[config.mk]
export PLATFORM = sky130hd
export DESIGN_NAME = pss_top
export DESIGN_NICKNAME = d
export VERILOG_FILES = /design/src/rtl/pss_pkg.sv /design/src/rtl/pss_edge_detect.sv /design/src/rtl/pss_stamp_reg.sv /design/src/rtl/pss_read_mux.sv /design/src/rtl/pss_top.sv
export SDC_FILE = /design/constraint.sdc
export NUM_CORES = 1
export LEC_CHECK = 0
export ABC_CLOCK_PERIOD_IN_PS = 2500
export BUFFER_PORTS_ARGS = -buffer_cell sky130_fd_sc_hd__buf_2
export CORE_MARGIN = 2
export CORE_UTILIZATION = 59
export DETAILED_ROUTE_END_ITERATION = 16
export PLACE_DENSITY = 0.95
export SLEW_MARGIN = 10
export SYNTH_ARGS = -nofsm -noshare
export SYNTH_HDL_FRONTEND = slang
export SYNTH_SLANG_ARGS = --single-unit
[constraint.sdc]
create_clock -name clk -period 2.5 [get_ports clk]
set_clock_uncertainty 0.15 [all_clocks]
set_input_delay 0.125 -clock clk [delete_from_list [all_inputs] [get_ports clk]]
set_output_delay 0.125 -clock clk [all_outputs]
set_load 0.05 [all_outputs]
[src/rtl/pss_pkg.sv]
package pss_pkg;

    typedef struct packed {
        logic [7:0] year;
        logic [7:0] month;
        logic [7:0] date;
        logic [7:0] hour;
        logic [7:0] minute;
        logic [7:0] second;
    } cal_time_t;

    localparam int TW = $bits(cal_time_t);
    localparam int AW = 2;

    typedef enum logic [AW-1:0] {
        RD_DOWN   = 2'd0,
        RD_UP     = 2'd1,
        RD_STATUS = 2'd2,
        RD_NONE   = 2'd3
    } rd_sel_e;

endpackage

[src/rtl/pss_edge_detect.sv]
module pss_edge_detect (
    input  logic clk,
    input  logic rst_n,
    input  logic level_i,
    output logic rise_o,
    output logic fall_o
);
    typedef struct packed {
        logic level;
    } edge_state_t;

    edge_state_t st_d, st_q;

    always_comb begin
        st_d       = st_q;
        st_d.level = level_i;
        rise_o     = level_i & ~st_q.level;
        fall_o     = ~level_i & st_q.level;
    end

    always_ff @(posedge clk or negedge rst_n) begin
        if (!rst_n) st_q <= '0;
        else        st_q <= st_d;
    end

    // an edge is reported once; a held level reports nothing next cycle
    a_r7_rise_once: assert property (@(posedge clk) disable iff (!rst_n)
        rise_o && level_i |=> !rise_o);
    a_r7_fall_once: assert property (@(posedge clk) disable iff (!rst_n)
        fall_o && !level_i |=> !fall_o);

endmodule

[src/rtl/pss_stamp_reg.sv]
module pss_stamp_reg #(
    parameter int TW         = 48,
    parameter bit KEEP_FIRST = 1'b1
) (
    input  logic          clk,
    input  logic          rst_n,
    input  logic          evt_i,
    input  logic          clr_i,
    input  logic [TW-1:0] time_i,
    output logic [TW-1:0] stamp_o,
    output logic          valid_o
);
    typedef struct packed {
        logic [TW-1:0] stamp;
        logic          valid;
    } stamp_state_t;

    stamp_state_t st_d, st_q;
    logic         cap_en;

    generate
        if (KEEP_FIRST) begin : g_keep_first
            // frozen once valid, unless a clear arrives in the same cycle
            assign cap_en = evt_i && (!st_q.valid || clr_i);
        end else begin : g_keep_last
            assign cap_en = evt_i;
        end
    endgenerate

    always_comb begin
        st_d = st_q;
        if (cap_en) begin
            st_d.stamp = time_i;
            st_d.valid = 1'b1;
        end else if (clr_i) begin
            st_d.stamp = '0;
            st_d.valid = 1'b0;
        end
    end

    always_ff @(posedge clk or negedge rst_n) begin
        if (!rst_n) st_q <= '0;
        else        st_q <= st_d;
    end

    assign stamp_o = st_q.stamp;
    assign valid_o = st_q.valid;

    // a capture latches the whole word of the event cycle
    a_r10_whole_word: assert property (@(posedge clk) disable iff (!rst_n)
        cap_en |=> (stamp_o == $past(time_i)) && valid_o);
    // clear without event empties the register
    a_r4_clear: assert property (@(posedge clk) disable iff (!rst_n)
        clr_i && !evt_i |=> (stamp_o == '0) && !valid_o);
    // clear and event together leave the flag set
    a_r5_capture_wins: assert property (@(posedge clk) disable iff (!rst_n)
        clr_i && evt_i |=> valid_o);
    // no event and no clear means no change
    a_r7_hold: assert property (@(posedge clk) disable iff (!rst_n)
        !evt_i && !clr_i |=> $stable(stamp_o) && $stable(valid_o));

    generate
        if (KEEP_FIRST) begin : g_chk_first
            // stored earliest value survives later events
            a_r3_keep_earliest: assert property (@(posedge clk) disable iff (!rst_n)
                valid_o && !clr_i |=> $stable(stamp_o) && valid_o);
        end else begin : g_chk_last
            // every event replaces the value
            a_r2_overwrite: assert property (@(posedge clk) disable iff (!rst_n)
                evt_i |=> stamp_o == $past(time_i));
        end
    endgenerate

endmodule

[src/rtl/pss_read_mux.sv]
module pss_read_mux
    import pss_pkg::*;
(
    input  logic [AW-1:0] rd_addr_i,
    input  logic [TW-1:0] down_stamp_i,
    input  logic [TW-1:0] up_stamp_i,
    input  logic          down_valid_i,
    input  logic          up_valid_i,
    output logic [TW-1:0] rd_data_o
);
    always_comb begin
        rd_data_o = '0;
        case (rd_sel_e'(rd_addr_i))
            RD_DOWN:   rd_data_o = down_stamp_i;
            RD_UP:     rd_data_o = up_stamp_i;
            RD_STATUS: rd_data_o = {{(TW-2){1'b0}}, up_valid_i, down_valid_i};
            default:   rd_data_o = '0;
        endcase
    end

    // the unused address always reads zero
    a_r9_empty_addr: assert final (rd_addr_i != 2'd3 || rd_data_o == '0);

endmodule

[src/rtl/pss_top.sv]
module pss_top
    import pss_pkg::*;
(
    input  logic          clk,
    input  logic          rst_n,
    input  logic          backup_i,
    input  logic          clear_i,
    input  logic [TW-1:0] cal_time_i,
    input  logic [AW-1:0] rd_addr_i,
    output logic [TW-1:0] rd_data_o
);
    logic          down_evt, up_evt;
    logic [TW-1:0] down_stamp, up_stamp;
    logic          down_vld, up_vld;

    pss_edge_detect u_edge (
        .clk     (clk),
        .rst_n   (rst_n),
        .level_i (backup_i),
        .rise_o  (down_evt),
        .fall_o  (up_evt)
    );

    pss_stamp_reg #(.TW(TW), .KEEP_FIRST(1'b1)) u_down (
        .clk     (clk),
        .rst_n   (rst_n),
        .evt_i   (down_evt),
        .clr_i   (clear_i),
        .time_i  (cal_time_i),
        .stamp_o (down_stamp),
        .valid_o (down_vld)
    );

    pss_stamp_reg #(.TW(TW), .KEEP_FIRST(1'b0)) u_up (
        .clk     (clk),
        .rst_n   (rst_n),
        .evt_i   (up_evt),
        .clr_i   (1'b0),
        .time_i  (cal_time_i),
        .stamp_o (up_stamp),
        .valid_o (up_vld)
    );

    pss_read_mux u_rd (
        .rd_addr_i    (rd_addr_i),
        .down_stamp_i (down_stamp),
        .up_stamp_i   (up_stamp),
        .down_valid_i (down_vld),
        .up_valid_i   (up_vld),
        .rd_data_o    (rd_data_o)
    );

    // a clear never disturbs the power-up record
    a_r6_clear_isolated: assert property (@(posedge clk) disable iff (!rst_n)
        clear_i && !up_evt |=> $stable(up_stamp) && $stable(up_vld));
    // a power-down edge with an empty record sets the flag
    a_r1_first_down: assert property (@(posedge clk) disable iff (!rst_n)
        $rose(backup_i) && !down_vld |=> down_vld && down_stamp == $past(cal_time_i));
    // the power-up flag never drops once set
    a_r2_up_sticky: assert property (@(posedge clk) disable iff (!rst_n)
        up_vld |=> up_vld);

endmodule

==> insert_results.sql, run 1 <==
INSERT INTO impl_metrics (metric_group, metric, value, unit) VALUES
('run_status', 'status', 'complete, no violations', ''),
('yosys', 'synth.yosys.warnings', '0', ''),
('timing', 'finalWorstPathRequiredPeriod', '1.86', 'ns'),
('layout', 'multiInputGateArea', '2000', 'um2'),
('setup_path', 'arrival', '1.96', 'ns'),
('floorplanning', 'row_count', '33', ''),
('yosys', 'netlist_instances', '431', ''),
('power', 'vdd_ir_drop_max', '418', 'uV'),
('setup_path', 'timing.critical_path.to_type', 'flip-flop', ''),
('setup_path', 'r2r-start', 'u_edge.st_q$_DFF_PN0_', ''),
('floorplanning', 'dieWidth', '94.5', 'um'),
('yosys', 'asyncSetResetFlopFracSynth', '100', '%'),
('detailed_routing', 'avgViaCountPerCell', '5.72', ''),
('floorplanning', 'floorplan.io_pins', '102', ''),
('global_routing', 'global_route.usage.met3', '5.59', '%'),
('setup_path', 'cp.required', '2.60', 'ns'),
('timing', 'timing_limited_maximum_frequency', '538', 'MHz'),
('layout', 'ff_latch_area', '2480', 'um2'),
('global_routing', 'grt_start_max_net_pins', '58', ''),
('clock_network', 'post_cts.repair.setup_buffers', '0', ''),
('placement', 'placement.io_buffers', '101', ''),
('yosys', 'post_synth_most_frequent_cells', 'dfrtp_1, inv_1, nand2b_1', ''),
('setup_path', 'timing.setup.critical_path_class', 'flip-flop to flip-flop', ''),
('detailed_routing', 'detail_route_antenna_nets', '0', ''),
('setup_path', 'crit_path_max_incr_delay', '0.44', 'ns'),
('global_routing', 'groute.layer.met1.usage', '37.7', '%'),
('timing', 'worst_slack', '0.640', 'ns'),
('layout', 'fillCellCount', '516', ''),
('layout', 'flow.area_growth_from_synthesis', '25.8', '%'),
('timing', 'finalCritPeriodShare', '74.4', '%'),
('yosys', 'synth_sequential_area_ratio', '51.2', '%'),
('global_routing', 'grt_busiest_layer', 'met2', ''),
('layout', 'finish.net_count', '619', ''),
('yosys', 'dominantRegCellSynth', 'dfrtp_1', ''),
('clock_network', 'clock_tree.htree_level_count', '3', ''),
('layout', 'layout-drive-gt1-share', '29.6', '%'),
('detailed_routing', 'drt_iter0_drc', '352', ''),
('timing', 'finalSetupTns', '0', 'ns'),
('timing', 'rsz0062_at_grt', 'false', ''),
('setup_path', 'r2r_cells', '3', ''),
('yosys', 'post_synth_num_cell_types', '18', ''),
('setup_path', 'crit_path_start_kind', 'flip-flop', ''),
('timing', 'max_slew.worst_pin.slew', '0.731', 'ns'),
('timing', 'slew_headroom', '51.2', '%'),
('placement', 'hpwlAfterDp', '7.39', 'mm'),
('timing', 'report.final.setup_viol', '0', ''),
('global_routing', 'gr-usage-all-layers', '29.1', '%'),
('power', 'power.density_cell_area', '621', 'nW/um2'),
('global_routing', 'via_count_of_the_first_global_routing_pass', '4014', ''),
('clock_network', 'clk_tree_root_cell', 'clkbuf_8', ''),
('layout', 'antenna_diode_instance_count', '0', ''),
('yosys', 'synth_enable_flop_cells', '0', ''),
('yosys', 'synth.top_cell.area_share', '51.2', '%'),
('global_routing', 'wire_length_of_the_first_global_routing_pass', '19.9', 'mm'),
('setup_path', 'path_delay_family', 'flip-flops', ''),
('clock_network', 'cts-buffers-inserted', '9', ''),
('yosys', 'avgSynthCellArea', '11.2', 'um2'),
('placement', 'gp_routability_congestion', '0.856', ''),
('setup_path', 'worstPathBufferInverterCount', '1', ''),
('detailed_routing', 'via_total_after_detailed_routing', '3864', ''),
('setup_path', 'timing.reg2reg.setup_slack', '0.64', 'ns'),
('floorplanning', 'die_h', '94.5', 'um'),
('clock_network', 'tritoncts', 'built', ''),
('global_routing', 'grt_remaining_overflow', '0', ''),
('floorplanning', 'coreArea', '8090', 'um2'),
('clock_network', 'clock_transition_at_the_registers_of_the_reported_paths', '0.10', 'ns'),
('floorplanning', 'design.die.area', '8940', 'um2'),
('setup_path', 'path_max_fanout', '26', ''),
('yosys', 'synthMostInstantiatedCell', 'dfrtp_1', ''),
('timing', 'maxSlewViolCount', '0', ''),
('yosys', 'yosys_register_bits', '99', '');
cell type report:
type                    instances  share of cell area [%]
flip-flops and latches         99                    40.7
multi-input cells             247                    33.0
inverters                      49                    3.02
clock inverters                 6                   0.679
well taps                     105                    2.16
clock buffers                  10                    2.26
repair buffers                159                    18.2
metal layers:
| metal | wire length, um | vias up |
|---|---|---|
| met5 | 0 | - |
| met4 | 357 | 0 |
| met3 | 708 | 35 |
| met2 | 6420 | 164 |
| met1 | 5250 | 1916 |
| li1 | - | 1749 |
worst reg2reg max path: stages, from the launching register on:
cell and delay [ns]:
dfrtp_1 0.44, nand2b_2 0.44, buf_4 0.36, o32ai_1 0.36
state kept, by name (all words and copies together) (netlist names):
register and cells:
u_down.stamp_o 48, u_down.valid_o 1, u_edge.st_q 1, u_up.stamp_o 48
u_up.valid_o 1
cell usage in the layout, fill, tap and decap left out, drive strengths merged:
master and n:
buf 109, dfrtp 99, dlygate4sd3 50, inv 49, nand2b 49, mux2i 48, o32ai 48, mux2 48
nor2 46, clkbuf 10, clkinvlp 3, nor2b 3, clkinv 3, o2bb2ai 2, nor3b 1, or2 1
o21ai 1
where the power goes:
part	internal, mW	leakage [nW]	switching, mW
Clock	0.387	0.0843	0.579
Sequential	1.77	1.23	0.110
Combinational	0.358	1.68	0.566
kinds of logic (layout without fill, tap and decap cells):
group | after synthesis | in the layout | synth area share [%]
simple gates | 100 | 100 | 10.7
flops | 99 | 99 | 51.2
mux | 96 | 96 | 21.1
buf+inv | 85 | 224 | 7.76
compound gates | 51 | 51 | 9.16
worst max path at each step:
stage                                     start                        endpoint  slack [ns]  depth (start not counted)
after global placement                  clear_i  u_down.stamp_o[44]$_DFFE_PN0P_        0.80                          4
final                     u_edge.st_q$_DFF_PN0_  u_down.stamp_o[42]$_DFFE_PN0P_        0.64                          3
after CTS                 u_edge.st_q$_DFF_PN0_  u_down.stamp_o[42]$_DFFE_PN0P_        0.69                          3
after floorplan                    rd_addr_i[0]                   rd_data_o[11]        0.85                          5
after global routing      u_edge.st_q$_DFF_PN0_  u_down.stamp_o[29]$_DFFE_PN0P_        0.59                          3
after detailed placement                clear_i  u_down.stamp_o[22]$_DFFE_PN0P_        0.68                          4
through the flow:
step           area (um2)  utilization [%]  cells  power, mW  hold WS (ns)
4_1_cts              6080             75.2    675       3.75         0.144
5_1_grt              6080             75.2    675       3.92         0.178
2_1_floorplan        4840                -    431       2.49        -0.321
3_5_place_dp         5400             66.8    609       2.75        0.0141
3_3_place_gp         5400             66.8    609       2.71       0.00144
6_report             6080             75.2    675       3.77         0.123
timing repair:
| item | in CTS | in global routing |
|---|---|---|
| hold endpoints to repair | 139 | 0 |
| resized for setup | 0 | 0 |
| hold buffers | 50 | 0 |
Note: power is estimated with default switching activity, not from simulation.
==> inputs of run 2 (changes only) <==
- ABC_CLOCK_PERIOD_IN_PS: 2500 -> 1600
- CORE_UTILIZATION: 59 -> 49
- PLACE_DENSITY: 0.95 -> 0.88
- clock period: 2.5 -> 1.6 ns (I/O delays scaled with it)
==> insert_results.sql, run 2 (synthesis gave the netlist of run 1 again) <==
INSERT INTO impl_metrics (metric_group, metric, value, unit) VALUES
('global_routing', 'grt_remaining_overflow', '0', ''),
('detailed_routing', 'avgViaCountPerCell', '5.25', ''),
('detailed_routing', 'route.final.wire_length', '11.4', 'mm'),
('power', 'power.density_cell_area', '951', 'nW/um2'),
('power', 'power.net_switching', '1.82', 'mW'),
('clock_network', 'clk-insertion-delay-late', '0.35', 'ns'),
('placement', 'placement.io_buffers', '101', ''),
('timing', 'timing_limited_maximum_frequency', '652', 'MHz'),
('global_routing', 'via_count_of_the_first_global_routing_pass', '3897', ''),
('power', 'power.internal', '4.13', 'mW'),
('clock_network', 'clock_transition_at_the_registers_of_the_reported_paths', '0.09', 'ns'),
('layout', 'layout_commonest_cell', 'buf_2', ''),
('timing', 'finalHoldViolations', '0', ''),
('clock_network', 'cts_sinks', '99', ''),
('global_routing', 'grt_start_max_net_pins', '50', ''),
('clock_network', 'post_cts.repair.setup_buffers', '0', ''),
('detailed_routing', 'number_of_remaining_drc_errors', '0', ''),
('clock_network', 'clk_tree_root_cell', 'clkbuf_8', ''),
('layout', 'ff_latch_area', '2480', 'um2'),
('timing', 'finalSetupTns', '0', 'ns'),
('clock_network', 'cts_max_path_buffers', '2', ''),
('power', 'power_switching_share', '30.6', '%'),
('clock_network', 'postCtsHoldBufs', '51', ''),
('setup_path', 'worstPathBufferInverterCount', '1', ''),
('floorplanning', 'design.die.area', '10700', 'um2'),
('setup_path', 'r2r-start', 'u_edge.st_q$_DFF_PN0_', ''),
('layout', 'finish.net_count', '627', ''),
('power', 'seqPwrFrac', '49.1', '%'),
('layout', 'utilization', '64.5', '%'),
('clock_network', 'cts-buffers-inserted', '9', ''),
('layout', 'antenna_diode_instance_count', '0', ''),
('global_routing', 'wire_length_of_the_first_global_routing_pass', '18.4', 'mm'),
('timing', 'max_slew.worst_pin.slew', '0.425', 'ns'),
('floorplanning', 'die_h', '103', 'um'),
('setup_path', 'path_max_fanout', '4', ''),
('timing', 'maxSlewViolCount', '0', ''),
('timing', 'finalCritPeriodShare', '95.9', '%'),
('floorplanning', 'floorplan.io_pins', '102', ''),
('placement', 'hpwlAfterDp', '7.26', 'mm'),
('placement', 'gp_routability_congestion', '0.769', ''),
('setup_path', 'worst_setup_path_startpoint', 'u_down.valid_o$_DFFE_PN0P_', ''),
('layout', 'multiInputGateArea', '2000', 'um2'),
('timing', 'rsz0062_at_grt', 'false', ''),
('timing', 'slew_headroom', '71.7', '%'),
('floorplanning', 'row_count', '36', ''),
('timing', 'hold_ws', '0.135', 'ns'),
('timing', 'finalWorstPathRequiredPeriod', '1.53', 'ns'),
('floorplanning', 'coreArea', '9680', 'um2'),
('power', 'fraction_of_power_consumed_by_combinational_cells', '24.4', '%'),
('job', 'max-cap-violations', '0', ''),
('clock_network', 'postCtsResizedCells', '0', ''),
('timing', 'worst_slack', '0.0661', 'ns'),
('detailed_routing', 'drt_iter0_drc', '157', ''),
('setup_path', 'timing.critical_path.to_type', 'output port', ''),
('detailed_routing', 'drtPass1Iterations', '4', ''),
('layout', 'flow.area_growth_from_synthesis', '29.3', '%'),
('power', 'static_leakage', '3.07', 'nW'),
('layout', 'layout-drive-gt1-share', '29.8', '%'),
('setup_path', 'timing.setup.critical_path_class', 'flip-flop to output port', ''),
('floorplanning', 'dieWidth', '103', 'um'),
('setup_path', 'crit_chain', 'o2bb2ai_1 -> buf_2', ''),
('detailed_routing', 'wl_per_cell', '16.0', 'um'),
('layout', 'instances_no_fill', '711', ''),
('run_status', 'status', 'complete, no violations', ''),
('global_routing', 'number_of_antenna_violations_at_the_first_check_in_global_routing', '0', ''),
('worst_hold_path', 'hold_class', 'primary input to flip-flop', ''),
('layout', 'fillCellCount', '735', ''),
('floorplanning', 'effective_utilization_at_floorplan', '49.9', '%'),
('setup_path', 'arrival', '1.30', 'ns'),
('power', 'clockPowerShare', '26.4', '%'),
('detailed_routing', 'detail_route_antenna_nets', '0', ''),
('timing', 'report.final.setup_viol', '0', ''),
('setup_path', 'cp.required', '1.37', 'ns'),
('detailed_routing', 'via_total_after_detailed_routing', '3733', ''),
('setup_path', 'crit_path_max_incr_delay', '0.47', 'ns'),
('worst_hold_path', 'timing.hold.worst.start', 'clear_i', ''),
('clock_network', 'clock_tree.htree_level_count', '3', ''),
('global_routing', 'gr-usage-all-layers', '22.2', '%'),
('power', 'vdd_ir_drop_max', '477', 'uV'),
('placement', 'post-place-ws', '0.127', 'ns'),
('setup_path', 'cpMaxStageDelayCell', 'dfrtp_1', ''),
('setup_path', 'crit_path_start_kind', 'flip-flop', ''),
('placement', 'dp.cells', '644', ''),
('setup_path', 'path_delay_family', 'flip-flops', ''),
('clock_network', 'tritoncts', 'built', ''),
('layout', 'mostFrequentLayoutCells', 'buf_2, dfrtp_1, dlygate4sd3_1', '');
## run 2: changes by cell type in the layout (fill, tap and decap cells not counted), sizes merged
cell,delta
clkbuf,+4
bufinv,+1
dlygate4sd3,+1
clkinvlp,-3
clkinv,-2
buf,+7
## run 2: final timing paths
| kind | endpoint | slack (ns) | depth (start not counted) |
|---|---|---|---|
| setup / recovery | rd_data_o[0] | 0.07 | 2 |
| hold / removal | u_down.stamp_o[8]$_DFFE_PN0P_ | 0.13 | 4 |
| setup reg to reg | u_up.stamp_o[32]$_DFFE_PN0P_ | 0.13 | 3 |
| hold reg to reg | u_up.valid_o$_DFFE_PN0P_ | 0.33 | 1 |
| max in group asynchronous | u_up.stamp_o[14]$_DFFE_PN0P_ | 0.24 | 4 |
| min in group asynchronous | u_up.stamp_o[44]$_DFFE_PN0P_ | 0.53 | 3 |
## run 2: per-layer routing
layer / routed length, um / GRT usage (%) / up-vias
met4: 196 / 8.91 / 0
met3: 474 / 3.29 / 17
met5: 0 / 0 / -
met1: 5040 / 27.6 / 1863
met2: 5670 / 38.9 / 101
li1: - / - / 1752
## run 2: cell type report
cell class / instances / share of cell area, %
inverters: 49 / 2.94
repair buffers: 167 / 19.7
well taps: 133 / 2.66
clock buffers: 14 / 2.44
multi-input cells: 247 / 32.1
flip-flops and latches: 99 / 39.6
clock inverters: 2 / 0.560
## run 2: through the flow
stage	cell area, um2	power, mW
after CTS	6250	6.00
after global placement	5550	4.27
final	6250	5.95
after detailed placement	5550	4.34
after floorplan	4840	3.90
after global routing	6250	6.23
## run 2: tightest hold or removal path, stage by stage
cell	delay, ns
buf_2	0.13
nor2b_4	0.14
buf_4	0.17
o32ai_1	0.08
## run 2: power by group through the flow
stage / logic, mW / registers, mW / clock network (mW)
2_1_floorplan: 0.976 / 2.92 / 0
3_3_place_gp: 1.32 / 2.95 / 0
3_5_place_dp: 1.36 / 2.97 / 0
4_1_cts: 1.46 / 2.92 / 1.62
5_1_grt: 1.56 / 2.96 / 1.71
6_report: 1.45 / 2.92 / 1.57
==> inputs of run 3 (changes only) <==
- SYNTH_HIERARCHICAL: unset -> 1
==> insert_results.sql, run 3 <==
INSERT INTO impl_metrics (metric_group, metric, value, unit) VALUES
('layout', 'antenna_diode_instance_count', '0', ''),
('yosys', 'dominant_combinational_cell_family_by_area_after_synthesis', 'compound AO/OA/AOI/OAI gates', ''),
('floorplanning', 'coreArea', '9680', 'um2'),
('worst_hold_path', 'hold_class', 'primary input to async pin', ''),
('yosys', 'synth_sequential_area_ratio', '51.1', '%'),
('global_routing', 'via_count_of_the_first_global_routing_pass', '3936', ''),
('timing', 'max_slew.worst_pin.slew', '0.516', 'ns'),
('timing', 'timing_limited_maximum_frequency', '654', 'MHz'),
('floorplanning', 'dieWidth', '103', 'um'),
('clock_network', 'cts_sinks', '99', ''),
('timing', 'slew_headroom', '65.6', '%'),
('yosys', 'synth.largest_area_cell', 'dfrtp_1', ''),
('layout', 'mostFrequentLayoutCells', 'buf_2, dfrtp_1, dlygate4sd3_1', ''),
('setup_path', 'r2r_end', 'u_up/stamp_o[19]$_DFFE_PN0P_', ''),
('placement', 'gp_routability_congestion', '0.768', ''),
('timing', 'maxSlewViolCount', '0', ''),
('timing', 'worst_slack', '0.0707', 'ns'),
('timing', 'report.final.setup_viol', '0', ''),
('detailed_routing', 'drtPass1Iterations', '5', ''),
('setup_path', 'crit_path_start_kind', 'flip-flop', ''),
('yosys', 'yosys.area_share.adder', '0', '%'),
('layout', 'flow.area_growth_from_synthesis', '29.2', '%'),
('power', 'power.density_cell_area', '944', 'nW/um2'),
('global_routing', 'wire_length_of_the_first_global_routing_pass', '19.6', 'mm'),
('timing', 'finalSetupTns', '0', 'ns'),
('yosys', 'synthSimpleGateAreaFrac', '8.43', '%'),
('yosys', 'synthesis.area', '4850', 'um2'),
('clock_network', 'tritoncts', 'built', ''),
('yosys', 'post_synth_num_cell_types', '23', ''),
('clock_network', 'clock_tree.htree_level_count', '3', ''),
('detailed_routing', 'avgViaCountPerCell', '5.59', ''),
('timing', 'rsz0062_at_grt', 'false', ''),
('power', 'vdd_ir_drop_max', '526', 'uV'),
('setup_path', 'timing.reg2reg.setup_slack', '0.17', 'ns'),
('timing', 'finalWorstPathRequiredPeriod', '1.53', 'ns'),
('detailed_routing', 'wl_per_cell', '17.4', 'um'),
('clock_network', 'clk-insertion-delay-late', '0.36', 'ns'),
('layout', 'fillCellCount', '718', ''),
('yosys', 'synth.top_cell.area_share', '51.1', '%'),
('setup_path', 'critical_path_destination', 'rd_data_o[1]', ''),
('yosys', 'synth.yosys.warnings', '6', ''),
('floorplanning', 'row_count', '36', ''),
('setup_path', 'worst_setup_path_startpoint', 'u_up/stamp_o[1]$_DFFE_PN0P_', ''),
('detailed_routing', 'via_total_after_detailed_routing', '4001', ''),
('floorplanning', 'design.die.area', '10700', 'um2'),
('global_routing', 'grt_start_max_net_pins', '100', ''),
('setup_path', 'r2r-start', 'u_edge/st_q$_DFF_PN0_', ''),
('power', 'static_leakage', '3.05', 'nW'),
('layout', 'finish.net_count', '632', ''),
('yosys', 'netlist_instances', '439', ''),
('detailed_routing', 'route.final.wire_length', '12.5', 'mm'),
('setup_path', 'arrival', '1.30', 'ns'),
('setup_path', 'timing.critical_path.to_type', 'output port', ''),
('yosys', 'synthMostInstantiatedCell', 'dfrtp_1', ''),
('clock_network', 'clock_transition_at_the_registers_of_the_reported_paths', '0.09', 'ns'),
('global_routing', 'number_of_antenna_violations_at_the_first_check_in_global_routing', '0', ''),
('clock_network', 'cts-buffers-inserted', '9', ''),
('layout', 'layout-drive-gt1-share', '27.3', '%'),
('global_routing', 'grt_remaining_overflow', '0', ''),
('yosys', 'yosys-top-cells-area', 'dfrtp_1, mux2i_1, a22o_1, o32ai_2, o32ai_1', ''),
('setup_path', 'cp.required', '1.37', 'ns'),
('placement', 'placement.io_buffers', '101', ''),
('detailed_routing', 'detail_route_antenna_nets', '0', ''),
('placement', 'hpwlAfterDp', '7.54', 'mm'),
('yosys', 'avgSynthCellArea', '11.0', 'um2'),
('floorplanning', 'floorplan.io_pins', '102', ''),
('job', 'max-cap-violations', '0', ''),
('yosys', 'yosys.area_share.xor_xnor', '0', '%'),
('floorplanning', 'die_h', '103', 'um'),
('yosys', 'post_synth_most_frequent_cells', 'dfrtp_1, inv_1, a22o_1, mux2i_1, nand2_1', ''),
('yosys', 'muxShareOfSynthArea', '9.90', '%'),
('placement', 'post-place-ws', '0.203', 'ns'),
('yosys', 'synth_enable_flop_cells', '0', ''),
('yosys', 'dominantRegCellSynth', 'dfrtp_1', ''),
('timing', 'finalHoldViolations', '0', ''),
('setup_path', 'r2r_cells', '4', ''),
('setup_path', 'timing.setup.critical_path_class', 'flip-flop to output port', ''),
('floorplanning', 'effective_utilization_at_floorplan', '50.1', '%'),
('clock_network', 'clk_tree_root_cell', 'clkbuf_8', ''),
('run_status', 'status', 'complete, no violations', ''),
('detailed_routing', 'drt_iter0_drc', '219', ''),
('detailed_routing', 'number_of_remaining_drc_errors', '0', ''),
('clock_network', 'post_cts.repair.setup_buffers', '0', ''),
('timing', 'finalCritPeriodShare', '95.6', '%'),
('yosys', 'post_synthesis_compound_gate_area_fraction', '20.9', '%'),
('global_routing', 'gr-usage-all-layers', '23.8', '%'),
('clock_network', 'cts_max_path_buffers', '2', ''),
('yosys', 'yosys_register_bits', '99', ''),
('yosys', 'asyncSetResetFlopFracSynth', '100', '%'),
('setup_path', 'path_max_fanout', '2', '');
[run 3: changes by cell type after synthesis, moves of 20 or more]
cell,before,now
nand2b_1,49,0
a22o_1,0,48
nand2_1,0,48
mux2_2,39,0
o32ai_1,48,28
o32ai_2,0,20
[run 3: layout make-up]
type | count | area, um2 | area share, %
clock buffer | 12 | 145 | 2.32
clock inverter | 4 | 97.6 | 1.56
sequential | 99 | 2480 | 39.5
inverter | 49 | 184 | 2.94
tap | 133 | 166 | 2.66
timing repair buffer | 169 | 1260 | 20.1
multi-input combinational | 250 | 1930 | 30.9
[run 3: repair_timing]
item | 4_1_cts | 5_1_grt
endpoints found under the hold margin | 196 | 0
gates resized for setup | 0 | 2
endpoints found under the setup margin | 0 | 1
hold buffers | 51 | 0
[run 3: critical path: stages (launching register included)]
cell,delay [ns]
dfrtp_1,0.38
mux2i_1,0.09
o2bb2ai_1,0.18
buf_2,0.29
[run 3: how the worst min path moves through the flow]
| stage | from | end | slack [ns] | cells past startpoint |
|---|---|---|---|---|
| 2_1_floorplan | rst_n | u_down/stamp_o[0]$_DFFE_PN0P_ | -0.37 | 0 |
| 3_3_place_gp | rst_n | u_up/stamp_o[40]$_DFFE_PN0P_ | 0.02 | 2 |
| 3_5_place_dp | rst_n | u_up/stamp_o[37]$_DFFE_PN0P_ | 0.03 | 2 |
| 4_1_cts | rst_n | u_up/stamp_o[36]$_DFFE_PN0P_ | 0.19 | 3 |
| 5_1_grt | rst_n | u_down/stamp_o[40]$_DFFE_PN0P_ | 0.23 | 3 |
| 6_report | rst_n | u_up/stamp_o[39]$_DFFE_PN0P_ | 0.17 | 3 |
[run 3: per-layer routing]
layer	track usage, %	share of wire [%]	vias to the layer above
met1	31.9	42	2013
met4	7.89	1.2	0
met3	3.43	5.8	17
li1	-	-	1803
met2	40.0	51	168
met5	0	0	-
[run 3: metrics by stage]
stage	std cells	hold slack [ns]	total power, mW	utilization (%)	instance area (um2)
3_5_place_dp	649	0.0294	3.94	56.9	5510
4_1_cts	716	0.188	5.95	64.6	6260
5_1_grt	716	0.232	6.16	64.7	6270
3_3_place_gp	649	0.0249	3.90	56.9	5510
2_1_floorplan	440	-0.366	3.58	-	4850
6_report	716	0.174	5.91	64.7	6270
[run 3: cell families after synthesis]
kind of cell	count (synthesis)
AOI/OAI and AO/OA	99
and+or+nand+nor	101
buffers and inverters	91
DFF	99
muxes	48
other	1
[run 3: power by group]
group	internal, mW	switching [mW]	total, mW
Sequential	2.68	0.110	2.79
Combinational	0.476	0.736	1.21
Clock	1.08	0.828	1.91
